--- src/rtl/sfb_pkg.sv ---
`timescale 1ns/1ps
// Shared types for the shared-bus FIFO bridge.
package sfb_pkg;
    // Controller states: idle, output-enable lead, read burst, write burst, bus release.
    typedef enum logic [2:0] {
        ST_IDLE  = 3'd0,
        ST_RD_OE = 3'd1,
        ST_RD    = 3'd2,
        ST_WR    = 3'd3,
        ST_TURN  = 3'd4
    } sfb_state_e;
endpackage

--- src/rtl/sfb_arb.sv ---
`timescale 1ns/1ps
// Direction arbiter.
// Grants one direction per idle decision. The direction granted last loses
// priority to the other, so contention alternates. Reset favours reading.
// Assumes arb_en is high only while the controller is idle.
module sfb_arb (
    input  logic clk,
    input  logic rst_n,
    input  logic arb_en,
    input  logic req_rd,
    input  logic req_wr,
    output logic gnt_rd,
    output logic gnt_wr
);
    logic rd_first_q;

    // Combinational grant from the requests and the current priority.
    always_comb begin
        gnt_rd = arb_en && req_rd && (rd_first_q || !req_wr);
        gnt_wr = arb_en && req_wr && (!rd_first_q || !req_rd);
    end

    // Hand priority to the direction that was not just served.
    always_ff @(posedge clk) begin
        if (!rst_n) begin
            rd_first_q <= 1'b1;
        end else if (gnt_rd) begin
            rd_first_q <= 1'b0;
        end else if (gnt_wr) begin
            rd_first_q <= 1'b1;
        end
    end
endmodule

--- src/rtl/sfb_rd_path.sv ---
`timescale 1ns/1ps
// Receive path.
// Captures a byte on each edge where the read strobe and the device flag are
// both low, and emits it as a one-cycle pulse. It also counts the bytes of the
// current burst and says whether the strobe may stay low for another cycle.
// Assumes the strobe is low only while the controller is in its read state.
module sfb_rd_path #(
    parameter int DW    = 8,
    parameter int BURST = 4
) (
    input  logic          clk,
    input  logic          rst_n,
    input  logic          in_rd,
    input  logic          strobe_n,
    input  logic          flag_n,
    input  logic          user_ready,
    input  logic [DW-1:0] bus_din,
    output logic          rx_valid,
    output logic [DW-1:0] rx_data,
    output logic          keep_going
);
    localparam int CNT_W = $clog2(BURST + 1);

    logic             xfer;
    logic [CNT_W-1:0] cnt_q;
    logic [CNT_W-1:0] cnt_x;

    // Transfer detect and the decision to keep the strobe low.
    always_comb begin
        xfer       = !strobe_n && !flag_n;
        cnt_x      = cnt_q + CNT_W'(xfer);
        keep_going = !flag_n && user_ready && (cnt_x < CNT_W'(BURST));
    end

    // Burst byte counter, cleared outside the read state.
    always_ff @(posedge clk) begin
        if (!rst_n) begin
            cnt_q <= '0;
        end else begin
            cnt_q <= in_rd ? cnt_x : '0;
        end
    end

    // Capture the bus byte and raise valid for one cycle.
    always_ff @(posedge clk) begin
        if (!rst_n) begin
            rx_valid <= 1'b0;
            rx_data  <= '0;
        end else begin
            rx_valid <= xfer;
            if (xfer) begin
                rx_data <= bus_din;
            end
        end
    end
endmodule

--- src/rtl/sfb_wr_path.sv ---
`timescale 1ns/1ps
// Transmit path.
// Holds one byte for the bus. The byte stays in place until an edge where
// the strobe and the device flag are both low takes it, so a refused byte is
// retried later. Loads from the user stream only when the slot is free and
// the burst has room. Assumes the strobe is low only in the write state.
module sfb_wr_path #(
    parameter int DW    = 8,
    parameter int BURST = 4
) (
    input  logic          clk,
    input  logic          rst_n,
    input  logic          in_wr,
    input  logic          strobe_n,
    input  logic          flag_n,
    input  logic          tx_valid,
    input  logic [DW-1:0] tx_data,
    output logic          tx_ready,
    output logic          pend,
    output logic [DW-1:0] data_q,
    output logic          keep_going
);
    localparam int CNT_W = $clog2(BURST + 1);

    logic             xfer;
    logic             pend_after;
    logic             load;
    logic             pend_n;
    logic [CNT_W-1:0] cnt_q;
    logic [CNT_W-1:0] cnt_x;

    // Slot bookkeeping for this edge and the decision to keep strobing.
    always_comb begin
        xfer       = !strobe_n && !flag_n;
        pend_after = pend && !xfer;
        cnt_x      = cnt_q + CNT_W'(xfer);
        tx_ready   = in_wr && !pend_after && (cnt_x < CNT_W'(BURST));
        load       = tx_valid && tx_ready;
        pend_n     = pend_after || load;
        keep_going = pend_n && !flag_n;
    end

    // Slot flag and burst counter; the counter clears outside the write state.
    always_ff @(posedge clk) begin
        if (!rst_n) begin
            pend  <= 1'b0;
            cnt_q <= '0;
        end else begin
            pend  <= pend_n;
            cnt_q <= in_wr ? cnt_x : '0;
        end
    end

    // Slot data; it changes only when a new byte is loaded.
    always_ff @(posedge clk) begin
        if (!rst_n) begin
            data_q <= '0;
        end else if (load) begin
            data_q <= tx_data;
        end
    end
endmodule

--- src/rtl/sfb_bridge.sv ---
`timescale 1ns/1ps
// Shared-bus synchronous FIFO bridge, top level.
// Sequences the single bidirectional bus between read and write bursts.
// Output-enable comes one cycle before the read strobe. The bus is released
// for a turnaround cycle after every burst. All device-facing outputs are
// registered. Assumes the device samples strobes and flags on the same edge
// as this block, and that the tri-state buffer lives at the pad.
module sfb_bridge #(
    parameter int DW    = 8,
    parameter int BURST = 4
) (
    input  logic          clk,
    input  logic          rst_n,
    input  logic          rx_avail_n,
    input  logic          tx_space_n,
    input  logic [DW-1:0] bus_din,
    output logic [DW-1:0] bus_dout,
    output logic          bus_drive,
    output logic          oe_n,
    output logic          rd_stb_n,
    output logic          wr_stb_n,
    output logic          rx_valid,
    output logic [DW-1:0] rx_data,
    input  logic          rx_ready,
    input  logic          tx_valid,
    output logic          tx_ready,
    input  logic [DW-1:0] tx_data
);
    import sfb_pkg::*;

    sfb_state_e state_q;
    sfb_state_e state_n;
    logic       gnt_rd;
    logic       gnt_wr;
    logic       req_rd;
    logic       req_wr;
    logic       rd_keep;
    logic       wr_keep;
    logic       wr_pend;

    // Requests seen by the arbiter while idle.
    always_comb begin
        req_rd = !rx_avail_n && rx_ready;
        req_wr = !tx_space_n && (wr_pend || tx_valid);
    end

    sfb_arb u_arb (
        .clk    (clk),
        .rst_n  (rst_n),
        .arb_en (state_q == ST_IDLE),
        .req_rd (req_rd),
        .req_wr (req_wr),
        .gnt_rd (gnt_rd),
        .gnt_wr (gnt_wr)
    );

    sfb_rd_path #(.DW(DW), .BURST(BURST)) u_rd (
        .clk        (clk),
        .rst_n      (rst_n),
        .in_rd      (state_q == ST_RD),
        .strobe_n   (rd_stb_n),
        .flag_n     (rx_avail_n),
        .user_ready (rx_ready),
        .bus_din    (bus_din),
        .rx_valid   (rx_valid),
        .rx_data    (rx_data),
        .keep_going (rd_keep)
    );

    sfb_wr_path #(.DW(DW), .BURST(BURST)) u_wr (
        .clk        (clk),
        .rst_n      (rst_n),
        .in_wr      (state_q == ST_WR),
        .strobe_n   (wr_stb_n),
        .flag_n     (tx_space_n),
        .tx_valid   (tx_valid),
        .tx_data    (tx_data),
        .tx_ready   (tx_ready),
        .pend       (wr_pend),
        .data_q     (bus_dout),
        .keep_going (wr_keep)
    );

    // Next-state selection.
    always_comb begin
        state_n = state_q;
        unique case (state_q)
            ST_IDLE: begin
                if (gnt_rd) begin
                    state_n = ST_RD_OE;
                end else if (gnt_wr) begin
                    state_n = ST_WR;
                end
            end
            ST_RD_OE: state_n = rd_keep ? ST_RD : ST_TURN;
            ST_RD:    state_n = rd_keep ? ST_RD : ST_TURN;
            ST_WR:    state_n = wr_keep ? ST_WR : ST_TURN;
            ST_TURN:  state_n = ST_IDLE;
            default:  state_n = ST_IDLE;
        endcase
    end

    // State register and registered device-side controls.
    always_ff @(posedge clk) begin
        if (!rst_n) begin
            state_q   <= ST_IDLE;
            rd_stb_n  <= 1'b1;
            wr_stb_n  <= 1'b1;
            oe_n      <= 1'b1;
            bus_drive <= 1'b0;
        end else begin
            state_q   <= state_n;
            rd_stb_n  <= !(state_n == ST_RD);
            wr_stb_n  <= !((state_q == ST_WR) && wr_keep);
            oe_n      <= !((state_n == ST_RD_OE) || (state_n == ST_RD));
            bus_drive <= (state_n == ST_WR);
        end
    end
endmodule

--- config.mk ---
export PLATFORM = sky130hd
export DESIGN_NAME = sfb_bridge
export DESIGN_NICKNAME = d
export VERILOG_FILES = /design/src/rtl/sfb_pkg.sv /design/src/rtl/sfb_arb.sv /design/src/rtl/sfb_rd_path.sv /design/src/rtl/sfb_wr_path.sv /design/src/rtl/sfb_bridge.sv
export SDC_FILE = /design/constraint.sdc
export NUM_CORES = 1
export LEC_CHECK = 0
export BUFFER_PORTS_ARGS = -buffer_cell sky130_fd_sc_hd__buf_2
export CAP_MARGIN = 20
export CORE_ASPECT_RATIO = 1.25
export CORE_UTILIZATION = 45
export CTS_CLUSTER_SIZE = 10
export DETAILED_ROUTE_END_ITERATION = 6
export PLACE_DENSITY = 0.72
export SETUP_SLACK_MARGIN = 0.05
export SYNTH_ARGS = -nofsm -noshare
export SYNTH_HDL_FRONTEND = slang
export SYNTH_SLANG_ARGS = --single-unit
--- constraint.sdc ---
create_clock -name clk -period 2.4 [get_ports clk]
set_input_delay 0.24 -clock clk [delete_from_list [all_inputs] [get_ports clk]]
set_output_delay 0.24 -clock clk [all_outputs]
set_load 0.02 [all_outputs]
==> results of run 1 <==
synthesized netlist by cell type:
master,instances,area (um2)
a2111oi_4,1,27.53
a211o_1,1,8.760
a21boi_0,9,67.56
a21oi_1,3,15.01
a31oi_1,2,12.51
and2_1,6,37.54
and3_2,1,7.510
and3b_1,1,8.760
buf_2,3,15.01
buf_6,1,11.26
clkbuf_1,2,7.510
clkinv_1,1,3.750
dfxtp_1,32,640.6
ha_1,4,50.05
inv_1,1,3.750
mux2i_1,8,80.08
nand2_1,23,86.33
nand2_2,1,6.260
nand2b_1,1,6.260
nand3b_1,1,7.510
nand4_1,1,6.260
nand4_2,1,12.51
nor2_1,4,15.01
nor2b_1,10,62.56
nor3_1,2,10.01
nor3b_1,1,7.510
o21a_1,2,15.01
o21ai_0,1,5.000
o21ai_2,1,8.760
o21bai_1,1,7.510
o22ai_1,1,6.260
o311ai_1,1,8.760
or2_2,2,12.51
or3_1,1,6.260
xnor2_1,2,17.52
xnor2_2,1,16.27
metrics by stage:
stage / instance area, um2 / power [mW]
3_5_place_dp: 1545 / 0.6482
6_report: 1592 / 0.9133
2_1_floorplan: 1321 / 0.6157
5_1_grt: 1592 / 0.9638
3_3_place_gp: 1545 / 0.6457
4_1_cts: 1592 / 0.9247
final cells by class:
class,count,area [um2]
well taps,34,42.54
clock inverters,1,5.005
repair buffers,43,215.2
fillers,261,1141
clock buffers,6,41.29
flip-flops and latches,32,640.6
inverters,2,7.507
multi-input cells,94,639.4
critical path: stages, from the launching register on:
cell      delay (ns)
dfxtp_1         0.33
or2_2           0.20
clkinv_1        0.27
ha_1            0.27
ha_1            0.19
xnor2_1         0.25
nand3b_1        0.16
or2_2           0.29
power by group through the flow:
stage | clock network [mW] | logic, mW | registers [mW]
after floorplan | 0 | 0.0504 | 0.565
after global placement | 0 | 0.0807 | 0.565
after detailed placement | 0 | 0.0832 | 0.565
after CTS | 0.288 | 0.0834 | 0.553
after global routing | 0.316 | 0.0924 | 0.555
final | 0.277 | 0.0825 | 0.553
final timing paths:
kind	to	slack, ns	cells past startpoint
worst max-delay path	rd_stb_n	0.34	7
worst min-delay path	u_rd.rx_data[3]	0.16	3
worst max register to register	rd_stb_n	0.34	7
worst min register to register	u_rd.rx_data[2]	0.47	2
layout by cell type (no fill, tap or decap), types with 2 or more instances in the layout:
| master | n |
|---|---|
| buf_2 | 43 |
| mux2i_1 | 8 |
| o21a_1 | 2 |
| clkbuf_4 | 5 |
| and2_1 | 6 |
| nor3_1 | 2 |
| or2_2 | 2 |
| nor2b_1 | 10 |
| ha_1 | 4 |
| nand2_1 | 23 |
| a31oi_1 | 2 |
| dfxtp_1 | 32 |
| a21boi_0 | 9 |
| a21oi_1 | 3 |
| xnor2_1 | 2 |
| nor2_1 | 4 |
metal layers:
layer	part of all wire	wire, um	vias up	track usage
met5	0	0	-	0
li1	-	-	541	-
met4	0.017	44	0	0.1215
met3	0.057	143	8	0.05596
met2	0.51	1285	32	0.3250
met1	0.42	1054	493	0.1969
kinds of logic after synthesis:
family	synth area share
buf+inv	0.03124
mux	0.06061
xor+xnor	0.02557
simple gates	0.2216
fa+ha+maj	0.03788
compound gates	0.1383
flops	0.4848
state kept, by name (all words and copies together) (netlist names):
name,flops
u_arb.rd_first_q,1
u_rd.rx_valid,1
u_rd.rx_data,8
rd_stb_n,1
u_wr.pend,1
u_wr.data_q,8
u_rd.cnt_q,3
state_q,3
oe_n,1
u_wr.cnt_q,3
wr_stb_n,1
bus_drive,1
==> reports/qor.yml, run 1 <==
io_pins: 44
pwr-share-seq: 0.606
cts_buffers: 5
dp_hpwl_mm: 1.865
core-area_mm2: 0.002733
slew_headroom: 0.7469
drt-total-wl_mm: 2.528
syn_inst: 134
finalCritPeriodShare: 0.8578
maxCapViolCount: 0
clockPowerShare: 0.304
p_int_uw: 688.4
path_clk_slew_ns: 0.09
grt_start_max_net_pins: 26
max_freq_mhz: 485.7
final_core_util: 0.5824
yosysWarnings: 0
synth_area_per_cell_um2: 9.860
crit_type: "flip-flop to flip-flop"
switching_share: 0.2462
dp_cells: 205
finalHoldViolCount: 0
skew_ns: 0.006817
final_max_slew_viol_count: 0
cts_buffer_depth: 2
ant_nets: 0
pre_cts_ws_ns: 0.3341
synth_seq_area_share: 0.4848
rsz0062_at_grt: "false"
die_y_um: 62.58
critPathArrivalTime_ns: 2.28
post_cts_resized: 0
first_global_vias: 1116
synth_cell_types: 36
holdWs_ns: 0.1606
htree_num_levels: 2
cts_tree: "built"
die_x_um: 50.47
hold_buffers: 0
clk_latency_ns: 0.33
start_kind: "flip-flop"
synth_seq_cells: 32
outcome: "complete, no violations"
grt_pass1_wl_mm: 4.498
design.die.area_mm2: 0.003158
first_iter_violations: 11
cp-startpoint: "rd_stb_n"
final_cells: 212
required_ns: 2.62
grt-ovfl-total: 0
cts_sinks: 32
fin_ws_ns: 0.3412
r2r_start: "rd_stb_n"
hold_path.class: "primary input to flip-flop"
portBuffers: 43
fin_setup_tns_ns: 0
layout.nets: 204
gp_congestion: 0.7807
drive_above_1_share: 0.3202
routed-via-count: 1074
drt-pass1-iter-count: 4
drc: 0
p_per_area_mw_per_mm2: 573.8
p_sw_uw: 224.8
row_count: 21
grt.total_usage: 0.1902
wl_per_cell_um: 11.92
setup_viol: 0
fin_crit_ns: 2.059
hold_path_startpoint: "bus_din[3]"
start_util: 0.4835
power_leakage_nw: 0.7417
comb_power_share: 0.090
synthToLayoutAreaGrowth_pct: 20.45
antenna_cells: 0
tightestPinTransition_ns: 0.3787
post-cts-setup-buffers: 0
via_per_inst: 5.066
vdd_drop_max_mv: 0.3795
netlist_area_mm2: 0.001321
antenna_found_initial: 0
crit_path_max_fanout: 10
cts_root_buf: "clkbuf_4"
end_kind: "flip-flop"
synth_nets: 160
Note: power is estimated with default switching activity, not from simulation.
==> run 2: changes to the inputs <==
--- a/config.mk
+++ b/config.mk
@@ -5,14 +5,14 @@
 export SDC_FILE = /design/constraint.sdc
 export NUM_CORES = 1
 export LEC_CHECK = 0
-export BUFFER_PORTS_ARGS = -buffer_cell sky130_fd_sc_hd__buf_2
 export CAP_MARGIN = 20
 export CORE_ASPECT_RATIO = 1.25
 export CORE_UTILIZATION = 45
-export CTS_CLUSTER_SIZE = 10
+export CTS_CLUSTER_SIZE = 24
 export DETAILED_ROUTE_END_ITERATION = 6
-export PLACE_DENSITY = 0.72
+export DONT_BUFFER_PORTS = 1
 export SETUP_SLACK_MARGIN = 0.05
+export SLEW_MARGIN = 40
 export SYNTH_ARGS = -nofsm -noshare
 export SYNTH_HDL_FRONTEND = slang
 export SYNTH_SLANG_ARGS = --single-unit
==> run 2 against run 1 <==
First-iteration DRC count up 64%. Total power grew 1.6%. Global-route usage is 2.3 points lower. Die area did not move. Clock power grew 14%. Wire length decreased by 7.2%. Sequential power is 1% higher. Combinational power fell by 36%. Critical path depth shrank 2. Fmax fell by 3.3%. Non-clock buffer count down 39. Critical path type is now flip-flop to output pin. Largest cell class unchanged. Largest power group unchanged.
==> reports/qor.yml, run 2 (same netlist as run 1, synthesis figures left out) <==
outcome: "complete, no violations"
power_leakage_nw: 0.5685  # -23%
gp_congestion: 0.7603  # -2.6%
maxCapViolCount: 0  # unchanged
start_util: 0.4835  # unchanged
grt_start_max_net_pins: 24  # -7.7%
hold_path.class: "primary input to flip-flop"
finalHoldViolCount: 0  # unchanged
grt-ovfl-total: 0  # unchanged
finalCritPeriodShare: 0.8868  # +0.02894
dp_hpwl_mm: 1.674  # -10%
die_y_um: 62.58  # unchanged
portBuffers: 0  # -100%
drive_above_1_share: 0.1143  # -0.2059
grt_pass1_wl_mm: 3.767  # -16%
synthToLayoutAreaGrowth_pct: 7.766
place_area_mm2: 0.001345  # -13%
antenna_found_initial: 0  # unchanged
htree_num_levels: 2  # unchanged
io_pins: 44  # unchanged
final_common_cell: "dfxtp_1"
p_per_area_mw_per_mm2: 651.4  # +14%
fin_crit_ns: 2.128  # +0.06947 ns
first_global_vias: 911  # -18%
via_per_inst: 5.213  # +2.9%
drt-total-wl_mm: 2.345  # -7.2%
cts_root_buf: "clkbuf_4"
vdd_drop_max_mv: 0.4303  # +13%
core-area_mm2: 0.002733  # unchanged
use_met3: 0.06083  # +0.004866
cts_buffers: 5  # unchanged
cts_tree: "built"
die_x_um: 50.47  # unchanged
wl_per_cell_um: 13.48  # +13%
hold_path_startpoint: "rst_n"
cts_buffer_depth: 2  # unchanged
clk_latency_ns: 0.34  # about the same
crit_type: "flip-flop to output pin"
final_max_slew_viol_count: 0  # unchanged
top_usage_layer: "met2"
grt_use_met1: 0.1470  # -0.04998
drc: 0  # unchanged
post-cts-setup-buffers: 0  # unchanged
tightestPinTransition_ns: 0.3852  # +0.006415 ns
fin_setup_tns_ns: 0  # unchanged
routed-via-count: 907  # -16%
antenna_cells: 0  # unchanged
skew_ns: 0.006525  # -0.0002924 ns
setup_viol: 0  # unchanged
crit_path_max_fanout: 4  # -6
rsz0062_at_grt: "false"
top_regs: "u_rd.rx_data: 8 flops, u_wr.data_q: 8 flops"
fillers: 254  # -2.7%
r2r.worst_path.cells: 7  # unchanged
end_kind: "output pin"
cp-startpoint: "wr_stb_n"
slew_headroom: 0.7427  # -0.004205
design.die.area_mm2: 0.003158  # unchanged
cts_sinks: 32  # unchanged
layout.nets: 165  # -19%
final_cell_mix: "dfxtp_1 (32), nand2_1 (23), nor2b_1 (10)"
max_freq_mhz: 469.9  # -3.3%
ant_nets: 0  # unchanged
critPathArrivalTime_ns: 1.89  # -0.39 ns
path_clk_slew_ns: 0.09  # about the same
final_cell_area_mm2: 0.001424  # -11%
start_kind: "flip-flop"
gr-usage-met2: 0.2900  # -0.03500
r2r_start: "wr_stb_n"
required_ns: 2.16  # -0.46 ns
row_count: 21  # unchanged
drt-pass1-iter-count: 4  # unchanged
hold_depth: 1  # -2
first_iter_violations: 18  # +7
grt.total_usage: 0.1674  # -0.02283
run 2: cell count changes in the layout (fill, tap and decap cells not counted), sizes merged:
cell,previous run,this run
dlygate4sd3,0,2
clkinv,2,1
clkbuf,6,8
buf,43,2
run 2: routing by layer:
metal,wire length (um),vias up
li1,-,462
met1,914,400
met2,1157,36
met3,180,9
met4,92,0
met5,0,-
run 2: what timing repair did:
item / in CTS / in global routing
endpoints found under the hold margin: 3 / 1
resized for setup: 0 / 0
hold buffers: 1 / 1
run 2: per-stage QoR:
| stage | utilization | power [mW] | setup slack [ns] | hold slack, ns | instances |
|---|---|---|---|---|---|
| finish | 0.5211 | 0.9275 | 0.2717 | 0.02442 | 174 |
| global route | 0.5211 | 0.9756 | 0.1614 | 0.003935 | 174 |
| CTS | 0.5174 | 0.9410 | 0.2496 | 0.007106 | 173 |
| detailed placement | 0.4922 | 0.6207 | 0.3375 | 0.3080 | 164 |
| global placement | 0.4922 | 0.6195 | 0.4393 | 0.3100 | 164 |
| floorplan | - | 0.6157 | 0.3542 | 0.3559 | 134 |
run 2: worst paths after layout:
kind | to | slack [ns]
worst min register to register | u_arb.rd_first_q | 0.54
worst max-delay path | tx_ready | 0.27
worst min-delay path | bus_drive | 0.02
worst max register to register | u_wr.data_q[3] | 0.35
run 2: cell type report:
class                           instances  area [um2]  area share
Clock buffer                            8       58.81     0.04130
Inverter                                2       7.507    0.005272
Multi-Input combinational cell         94       639.4      0.4490
Sequential cell                        32       640.6      0.4499
Tap cell                               34       42.54     0.02988
Timing Repair Buffer                    4       35.03     0.02460
run 2: power breakdown:
part / switching [mW] / leakage [nW] / internal (mW)
clock network: 0.171 / 0.0326 / 0.144
logic: 0.0257 / 0.277 / 0.0274
registers: 0.0176 / 0.259 / 0.541
total: 0.214 / 0.568 / 0.713
run 2: worst max-delay path: stages (launching register included):
cell	delay [ns]
dfxtp_1	0.51
nor2_1	0.07
ha_1	0.19
ha_1	0.21
xnor2_2	0.27
and3_2	0.29
==> run 3: changes to the inputs <==
--- a/config.mk
+++ b/config.mk
@@ -11,6 +11,7 @@
 export CTS_CLUSTER_SIZE = 24
 export DETAILED_ROUTE_END_ITERATION = 6
 export DONT_BUFFER_PORTS = 1
+export PLACE_DENSITY = 0.56
 export SETUP_SLACK_MARGIN = 0.05
 export SLEW_MARGIN = 40
 export SYNTH_ARGS = -nofsm -noshare
==> run 3 against run 2 <==
Via count rose by 2.1%. First-iteration DRC count rose by 22%. Clock power rose by 7.6%. Worst hold slack barely moved. Highest routed layer unchanged. Global-route usage fell by 0.075 points.
==> reports/qor.yml, run 3 (same netlist as run 1, synthesis figures left out) <==
start_kind: "flip-flop"
drc: 0  # unchanged
start_util: 0.4835  # unchanged
hold_path.class: "primary input to flip-flop"
htree_num_levels: 2  # unchanged
critPathArrivalTime_ns: 1.85  # -0.04 ns
routed-via-count: 926  # +2.1%
antenna_cells: 0  # unchanged
p_sw_uw: 217.0  # +1.2%
first_iter_violations: 22  # +4
dp_hpwl_mm: 1.692  # +1.1%
io_pins: 44  # unchanged
die_y_um: 62.58  # unchanged
final_cell_area_mm2: 0.001430  # +0.44%
cts_buffer_depth: 2  # unchanged
crit_path_max_fanout: 4  # unchanged
wl_per_cell_um: 13.82  # +2.6%
end_kind: "output pin"
final_max_slew_viol_count: 0  # unchanged
grt_start_max_net_pins: 24  # unchanged
core-area_mm2: 0.002733  # unchanged
tightestPinTransition_ns: 0.3729  # -0.01226 ns
finalCritPeriodShare: 0.8697  # -0.01710
cts_root_buf: "clkbuf_4"
switching_share: 0.2280  # -0.003197
drive_above_1_share: 0.1223  # +0.008016
pwr-share-seq: 0.588  # -0.015
clk_latency_ns: 0.33  # about the same
drt-pass1-iter-count: 4  # unchanged
drt-total-wl_mm: 2.391  # +2.0%
cts_buffers: 5  # unchanged
grt_pass1_wl_mm: 3.905  # +3.7%
r2r_start: "wr_stb_n"
finalHoldViolCount: 0  # unchanged
slew_headroom: 0.7508  # +0.008113
required_ns: 2.16  # about the same
final_cell_mix: "dfxtp_1 (32), nand2_1 (23), nor2b_1 (10)"
skew_ns: 0.006883  # +0.0003577 ns
cts_tree: "built"
max_freq_mhz: 479.1  # +2.0%
fin_crit_ns: 2.087  # -0.04104 ns
fillers: 269  # +5.9%
place_area_mm2: 0.001345  # unchanged
first_global_vias: 901  # -1.1%
via_per_inst: 5.353  # +2.7%
ant_nets: 0  # unchanged
die_x_um: 50.47  # unchanged
outcome: "complete, no violations"
r2r.worst_path.cells: 7  # unchanged
synthToLayoutAreaGrowth_pct: 8.239
fin_setup_tns_ns: 0  # unchanged
grt.total_usage: 0.1667  # -0.0007452
top_regs: "u_rd.rx_data: 8 flops, u_wr.data_q: 8 flops"
clockPowerShare: 0.356  # +0.016
crit_type: "flip-flop to output pin"
vdd_drop_max_mv: 0.4586  # +6.6%
p_int_uw: 734.8  # +3.0%
layout.nets: 165  # unchanged
portBuffers: 0  # unchanged
row_count: 21  # unchanged
cp-startpoint: "wr_stb_n"
power_leakage_nw: 0.5733  # +0.85%
grt-ovfl-total: 0  # unchanged
final_common_cell: "dfxtp_1"
cts_sinks: 32  # unchanged
r2r_end: "u_wr.data_q[2]"
maxCapViolCount: 0  # unchanged
gp_congestion: 0.7174  # -5.6%
comb_power_share: 0.056  # about the same
ff2ff_setup_slack_ns: 0.38  # +0.03 ns
setup_viol: 0  # unchanged
antenna_found_initial: 0  # unchanged
p_per_area_mw_per_mm2: 665.5  # +2.2%
path_clk_slew_ns: 0.10  # about the same
design.die.area_mm2: 0.003158  # unchanged
rsz0062_at_grt: "false"
critPathCapture: "tx_ready"
total_power_uw: 951.8  # +2.6%
holdWs_ns: 0.02404  # -0.0003790 ns
## run 3: metrics by stage
| stage | setup slack, ns | std cells | util |
|---|---|---|---|
| after CTS | 0.2928 | 172 | 0.5197 |
| final | 0.3128 | 173 | 0.5234 |
| after detailed placement | 0.3584 | 164 | 0.4922 |
| after floorplan | 0.3542 | 134 | - |
| after global placement | 0.4394 | 164 | 0.4922 |
| after global routing | 0.1690 | 173 | 0.5234 |
## run 3: layout make-up
class | count | area, um2 | area share
flip-flops and latches | 32 | 640.6 | 0.4479
multi-input cells | 94 | 639.4 | 0.4471
clock buffers | 7 | 65.06 | 0.04549
well taps | 34 | 42.54 | 0.02975
repair buffers | 4 | 35.03 | 0.02450
inverters | 2 | 7.507 | 0.005249
## run 3: worst min-delay path by stage
stage,startpoint,endpoint,cells after the start
after floorplan,tx_space_n,wr_stb_n,2
after global placement,rst_n,oe_n,1
after detailed placement,rst_n,wr_stb_n,1
after CTS,rst_n,state_q[0],1
after global routing,rst_n,bus_drive,1
final,tx_space_n,wr_stb_n,2
## run 3: critical path: stages, from the launching register on
cell,delay (ns)
dfxtp_1,0.51
nor2_1,0.08
ha_1,0.19
ha_1,0.21
xnor2_2,0.25
and3_2,0.29
## run 3: power by group through the flow
stage	combinational [mW]	sequential, mW	clock (mW)
after floorplan	0.0504	0.565	0
final	0.0535	0.559	0.339
after global placement	0.0488	0.571	0
after CTS	0.0526	0.559	0.350
after global routing	0.0600	0.561	0.383
after detailed placement	0.0503	0.571	0
## run 3: what timing repair did
| action | in CTS | in global routing |
|---|---|---|
| hold endpoints to repair | 3 | 1 |
| hold buffers | 1 | 1 |
| buffers inserted | 0 | 0 |
| endpoints found under the setup margin | 0 | 0 |
| resized for setup | 0 | 0 |
## run 3: routing by layer
metal,share of wire,vias to the layer above,global-route usage
met5,0,-,0
met4,0.028,0,0.1111
met3,0.073,8,0.06813
met2,0.49,33,0.2750
met1,0.41,421,0.1674
li1,-,464,-
